<file path="config.mk">
export PLATFORM = sky130hd
export DESIGN_NAME = tworail_gate
export DESIGN_NICKNAME = d
export VERILOG_FILES = /design/src/rtl/tworail_pkg.sv /design/src/rtl/tworail_phase_det.sv /design/src/rtl/tworail_phase_inv.sv /design/src/rtl/tworail_cell.sv /design/src/rtl/tworail_gate.sv
export SDC_FILE = /design/constraint.sdc
export NUM_CORES = 1
export LEC_CHECK = 0
export ABC_AREA = 1
export BUFFER_PORTS_ARGS = -buffer_cell sky130_fd_sc_hd__buf_2
export CORE_MARGIN = 8
export CORE_UTILIZATION = 51
export CTS_BUF_LIST = sky130_fd_sc_hd__clkbuf_8
export CTS_CLUSTER_DIAMETER = 30
export CTS_CLUSTER_SIZE = 25
export DETAILED_ROUTE_END_ITERATION = 8
export PLACE_DENSITY = 0.94
export SLEW_MARGIN = 20
export SYNTH_ARGS = -nofsm -noshare
export SYNTH_HDL_FRONTEND = slang
export SYNTH_SLANG_ARGS = --single-unit
</file>
<file path="constraint.sdc">
create_clock -name clk -period 1.4 [get_ports clk]
set_input_delay 0.07 -clock clk [delete_from_list [all_inputs] [get_ports clk]]
set_output_delay 0.07 -clock clk [all_outputs]
set_load 0.005 [all_outputs]
</file>
<file path="src/rtl/tworail_pkg.sv">
package tworail_pkg;

  typedef enum logic [1:0] {
    OP_AND  = 2'b00,
    OP_OR   = 2'b01,
    OP_INV  = 2'b10,
    OP_HOLD = 2'b11
  } gate_op_e;

  typedef struct packed {
    logic a;
    logic b;
  } rail_t;

  // Build a two-rail code from a logical value and a phase.
  function automatic rail_t make_code(input logic val, input logic ph);
    rail_t r;
    r.a = val;
    r.b = val ^ ph;
    return r;
  endfunction

endpackage

</file>
<file path="src/rtl/tworail_phase_det.sv">
module tworail_phase_det #(
  parameter int WIDTH = 1
) (
  input  logic [WIDTH-1:0] rail_a,
  input  logic [WIDTH-1:0] rail_b,
  output logic [WIDTH-1:0] phase
);
  assign phase = rail_a ^ rail_b;
endmodule

</file>
<file path="src/rtl/tworail_phase_inv.sv">
module tworail_phase_inv #(
  parameter int WIDTH = 1
) (
  input  logic [WIDTH-1:0] in_a,
  input  logic [WIDTH-1:0] in_b,
  output logic [WIDTH-1:0] out_a,
  output logic [WIDTH-1:0] out_b
);
  // Value lives on rail a; flipping rail b alone moves the phase.
  assign out_a = in_a;
  assign out_b = ~in_b;
endmodule

</file>
<file path="src/rtl/tworail_cell.sv">
module tworail_cell
  import tworail_pkg::*;
(
  input  logic     clk,
  input  logic     rst,
  input  gate_op_e op,
  input  rail_t    x,
  input  rail_t    z,
  output rail_t    y
);
  localparam int NOPS = 2;

  logic [NOPS-1:0] ph;
  logic            same_ph;
  logic            upd;
  rail_t           nxt;

  tworail_phase_det #(.WIDTH(NOPS)) u_det (
    .rail_a ({x.a, z.a}),
    .rail_b ({x.b, z.b}),
    .phase  (ph)
  );

  assign same_ph = (ph[1] == ph[0]);

  always_comb begin
    upd = 1'b0;
    nxt = y;
    unique case (op)
      OP_AND: begin
        upd = same_ph;
        nxt = make_code(x.a & z.a, ph[1]);
      end
      OP_OR: begin
        upd = same_ph;
        nxt = make_code(x.a | z.a, ph[1]);
      end
      OP_INV: begin
        upd   = 1'b1;
        nxt.a = ~x.a;
        nxt.b = ~x.b;
      end
      default: begin
        upd = 1'b0;
        nxt = y;
      end
    endcase
  end

  // Hold memory: enabled only when the operands are phase-consistent.
  always_ff @(posedge clk) begin
    if (rst)      y <= '0;
    else if (upd) y <= nxt;
  end

  assert_and_value_R2: assert property (@(posedge clk) disable iff (rst)
    (op == OP_AND && (x.a ^ x.b) == (z.a ^ z.b)) |=>
      (y.a == $past(x.a & z.a) && (y.a ^ y.b) == $past(x.a ^ x.b)));

  assert_or_value_R3: assert property (@(posedge clk) disable iff (rst)
    (op == OP_OR && (x.a ^ x.b) == (z.a ^ z.b)) |=>
      (y.a == $past(x.a | z.a) && (y.a ^ y.b) == $past(z.a ^ z.b)));

  assert_mixed_hold_R4: assert property (@(posedge clk) disable iff (rst)
    ((op == OP_AND || op == OP_OR) && (x.a ^ x.b) != (z.a ^ z.b)) |=> $stable(y));

  assert_inv_value_R5: assert property (@(posedge clk) disable iff (rst)
    (op == OP_INV) |=>
      (y.a != $past(x.a) && (y.a ^ y.b) == $past(x.a ^ x.b)));

  assert_freeze_R6: assert property (@(posedge clk) disable iff (rst)
    (op == OP_HOLD) |=> $stable(y));

endmodule

</file>
<file path="src/rtl/tworail_gate.sv">
module tworail_gate
  import tworail_pkg::*;
#(
  parameter int WIDTH = 8
) (
  input  logic             clk,
  input  logic             rst,
  input  logic [1:0]       op_sel,
  input  logic [WIDTH-1:0] x_a,
  input  logic [WIDTH-1:0] x_b,
  input  logic [WIDTH-1:0] z_a,
  input  logic [WIDTH-1:0] z_b,
  output logic [WIDTH-1:0] y_a,
  output logic [WIDTH-1:0] y_b,
  output logic [WIDTH-1:0] y_phase,
  output logic [WIDTH-1:0] xflip_a,
  output logic [WIDTH-1:0] xflip_b
);
  gate_op_e op_e;
  assign op_e = gate_op_e'(op_sel);

  for (genvar i = 0; i < WIDTH; i++) begin : g_cell
    rail_t xi, zi, yi;
    assign xi.a = x_a[i];
    assign xi.b = x_b[i];
    assign zi.a = z_a[i];
    assign zi.b = z_b[i];

    tworail_cell u_cell (
      .clk (clk),
      .rst (rst),
      .op  (op_e),
      .x   (xi),
      .z   (zi),
      .y   (yi)
    );

    assign y_a[i] = yi.a;
    assign y_b[i] = yi.b;
  end

  tworail_phase_det #(.WIDTH(WIDTH)) u_out_det (
    .rail_a (y_a),
    .rail_b (y_b),
    .phase  (y_phase)
  );

  tworail_phase_inv #(.WIDTH(WIDTH)) u_flip (
    .in_a  (x_a),
    .in_b  (x_b),
    .out_a (xflip_a),
    .out_b (xflip_b)
  );

  assert_flip_phase_R7: assert property (@(posedge clk) disable iff (rst)
    (xflip_a == x_a) && ((xflip_a ^ xflip_b) == ~(x_a ^ x_b)));

  assert_out_phase_R8: assert property (@(posedge clk) disable iff (rst)
    ##1 (y_phase ^ y_b) == y_a);

endmodule

</file>
==> impl_summary.txt <==
----------------------------------------------------
[Clocking]
  Insertion delay to the later sink of the worst-skew pair ... 260 ps
  Post-CTS Setup Repair Bufs ... 0
  Clock sink count ... 16
  CTS H-tree depth ... 1
  Worst-case clock buffer depth ... 2
  Post-cts sizing count ... 0
  Number of clock buffers inserted by TritonCTS ... 3
  Clock input transition at the sequential cells of the worst setup and hold paths ... ~60 ps
  CTS tree ... yes
  Cell at the root of the clock tree ... clkbuf_8
  Hold-fix buffers, CTS ... 0

[Cells and area]
  Largest registers in the final layout ... g_cell.u_cell.y: 16 flops
  Register name with the most flops ... g_cell.u_cell.y
  Diodes inserted ... 0
  Post-layout nets ... 494
  Fraction of final layout cells sized beyond drive strength 1 ... between 20% and 30%
  Area growth, synth to finish ... 21.1%
  Fraction of the core area covered by cells at the end of the flow ... 65.3%
  Flip-flop count of the largest register, all copies and words added ... 16
  Non-filler cells, final ... 502

[Setup path]
  Total buffers and inverters traversed by the critical path ... 3
  Register-to-register setup slack ... roughly 570 ps
  Worst flop-to-flop path startpoint ... g_cell[4].u_cell.y[0]
  Data arrival time of the critical path ... about 1400 ps
  Endpoint of the worst-slack reg-to-reg timing path ... g_cell[4].u_cell.y[0]
  Kind of start point of the critical path ... input pin
  Critical path endpoint category ... flop
  Delay-heaviest family, CP ... buffers and inverters
  Worst setup path startpoint ... op_sel[0]
  Crit path cell chain ... buf_2 -> inv_1 -> ha_1 -> inv_1 -> nor2_1 -> a21oi_1 -> o21ai_0 -> nor2_1 -> nor2_1
  Max stage delay on crit path ... 360 ps
  Maximum fanout count along the critical path ... 7
  Cell depth of the worst flop-to-flop path ... 3
  Req. time, crit path ... around 1600 ps
  Standard cell with the maximum stage delay on the critical path ... ha_1
  Cell with the most instances on the worst path ... nor2_1
  End of the critical path ... g_cell[6].u_cell.y[1]
  Type of the worst setup path ... in2reg
  Crit path depth ... 9

[Floorplan]
  Number of standard-cell rows in the floorplan ... 22
  Initial core utilization ... between 50% and 60%
  Width of the die ... 78.7 um
  Die outline area ... just over 6000 um^2
  Number of ports placed on the die boundary ... 76
  Chip Height ... 78.7 um
  Core Area ... about 3700 um^2

[Status]
  Status ... finished clean

[Logic synthesis]
  Count of state elements after synthesis ... 16
  Synthesized area per cell ... 5.26 um^2
  Ys Warns ... 0
  Sequential fraction of the synthesis area ... 16.0%
  Total standard cell area after synthesis ... 2000 um^2
  Post-Syn Instances ... ~380
  Number of nets in the synthesized netlist ... 420
  Synth unique cells ... 26

[Global routing]
  Total global routing overflow ... 0
  Vias in the first global route ... 2,348
  Largest net degree at the start of global routing ... 17
  Antenna violations before repair ... 0
  Overall Global Routing Usage ... a little under a fifth
  Wire length of the first global-routing pass ... 9810 um

[Job]
  Number of violations of the max-capacitance limit ... 0

[Power and ir drop]
  Cell leakage power ... 1.58 nW
  Total chip power ... 1.77 mW
  Maximum ir drop on the vdd rail ... ~0.34 mV
  Power per cell area ... ~730 nW/um^2

[Route]
  Detailed Route WL ... 5830 um
  Detailed-router iteration count before antenna repair ... 5
  Iteration-0 DRC Markers ... 124
  Overall via count from detail_route ... roughly 2,500
  Count of unresolved DRC violations after routing ... 0
  Per-cell routed wire length ... about 12 um
  Detailed-route vias per instance ... 5.07
  Number of nets with antenna violations after routing ... 0

[STA]
  Least setup slack across all paths after layout ... roughly 150 ps
  Setup violators final ... 0
  Fin. max-slew vios ... 0
  Final critical-path required period ... 1250 ps
  Max Clock Skew ... 0 ps
  Final count of hold timing violations ... 0
  Worst Tran Pin Value ... 497 ps
  Maximum achievable frequency ... 0.802 GHz
  RSZ-0062 raised after global routing ... false
  Slew headroom ... ~67%
  Post-route clock period utilization ... between 80 and 90%
  Worst hold margin ... 251 ps

[Place]
  IO buf count ... 75
  Routability Congestion ... 0.869
  Sum of net half-perimeters after detailed placement ... 4690 um
  DP Cell Count ... 498
  Pre-CTS WS ... -35.0 ps

[Min path]
  HP Class ... in2reg

----------------------------------------------------
routing by layer:
metal  vias up  part of all wire [%]  GRT usage, %
li1       1299                     -             -
met1      1090                    40          20.1
met2       140                    47          32.7
met3        18                    11          4.78
met4         0                   2.6          9.26
met5         -                     0             0
report_power, final:
part / total [mW] / internal, mW / leakage (nW) / switching, mW
sequential: 0.553 / 0.506 / 0.133 / 0.0473
clock: 0.422 / 0.250 / 0.0288 / 0.172
combinational: 0.794 / 0.332 / 1.42 / 0.462
total: 1.77 / 1.09 / 1.58 / 0.681
worst register-to-register path, stage by stage (launching register included):
cell	delay, ps
dfxtp_1	430
nand3b_1	140
nand2_1	60
nor2_1	140
cell families (layout without fill, tap and decap cells):
kind of cell | Yosys count | in the layout | share of synthesized area [%]
and+or+nand+nor | 263 | 263 | 55.4
buffers and inverters | 65 | 138 | 16.1
AOI/OAI and AO/OA | 26 | 26 | 7.12
DFF | 16 | 16 | 16.0
xor gates and xnor gates | 8 | 8 | 3.50
adders and majority gates | 3 | 3 | 1.87
worst min-delay path by stage:
| stage | depth (start not counted) | endpoint | startpoint |
|---|---|---|---|
| after floorplan | 1 | xflip_b[0] | x_b[0] |
| after global placement | 2 | xflip_a[6] | x_a[6] |
| after detailed placement | 2 | xflip_a[0] | x_a[0] |
| after CTS | 6 | g_cell[5].u_cell.y[0] | x_b[5] |
| after global routing | 6 | g_cell[5].u_cell.y[0] | x_b[5] |
| final | 6 | g_cell[3].u_cell.y[0] | x_b[3] |
cell usage after synthesis, drive strengths merged:
cell type	count	share of area [%]
xor2	8	3.5
nand3	28	8.0
inv	50	9.4
o21ai	16	4.2
o211ai	1	0.37
nor2	39	7.9
buf	14	6.1
ha	3	1.9
a22oi	1	0.37
or2	2	0.63
clkbuf	1	0.69
nand2	184	35
dfxtp	16	16
nand3b	10	3.7
a21oi	8	2.2
area by class of cell:
type | instances | area [um^2]
Timing Repair Buffer | 84 | 443
Inverter | 50 | 188
Clock buffer | 4 | 55.1
Multi-Input combinational cell | 300 | 1360
Fill cell | 350 | 1290
Sequential cell | 16 | 320
Tap cell | 48 | 60.1
cell usage in the layout (no fill, tap or decap):
master    count
nand2_1     179
buf_2        75
inv_1        41
nor2_1       36
nand3_1      24
dfxtp_1      16
o21ai_0      12
nand3b_1     10
inv_2         9
buf_4         9
xor2_1        8
a21oi_1       7
nand2_2       5
nand3_2       4
clkbuf_8      4
o21ai_1       3
ha_1          3
nor2_2        2
nor2_4        1
a22oi_1       1
a21oi_2       1
or2_1         1
o211ai_1      1
o21ai_2       1
or2_0         1
per-stage QoR:
stage / TNS [ps] / cell area, um^2
floorplan: 0 / 2000
global placement: -16.7 / 2370
detailed placement: -69.2 / 2370
CTS: 0 / 2430
global route: 0 / 2430
finish: 0 / 2430
No activity file was read; power rests on OpenSTA's default activity.
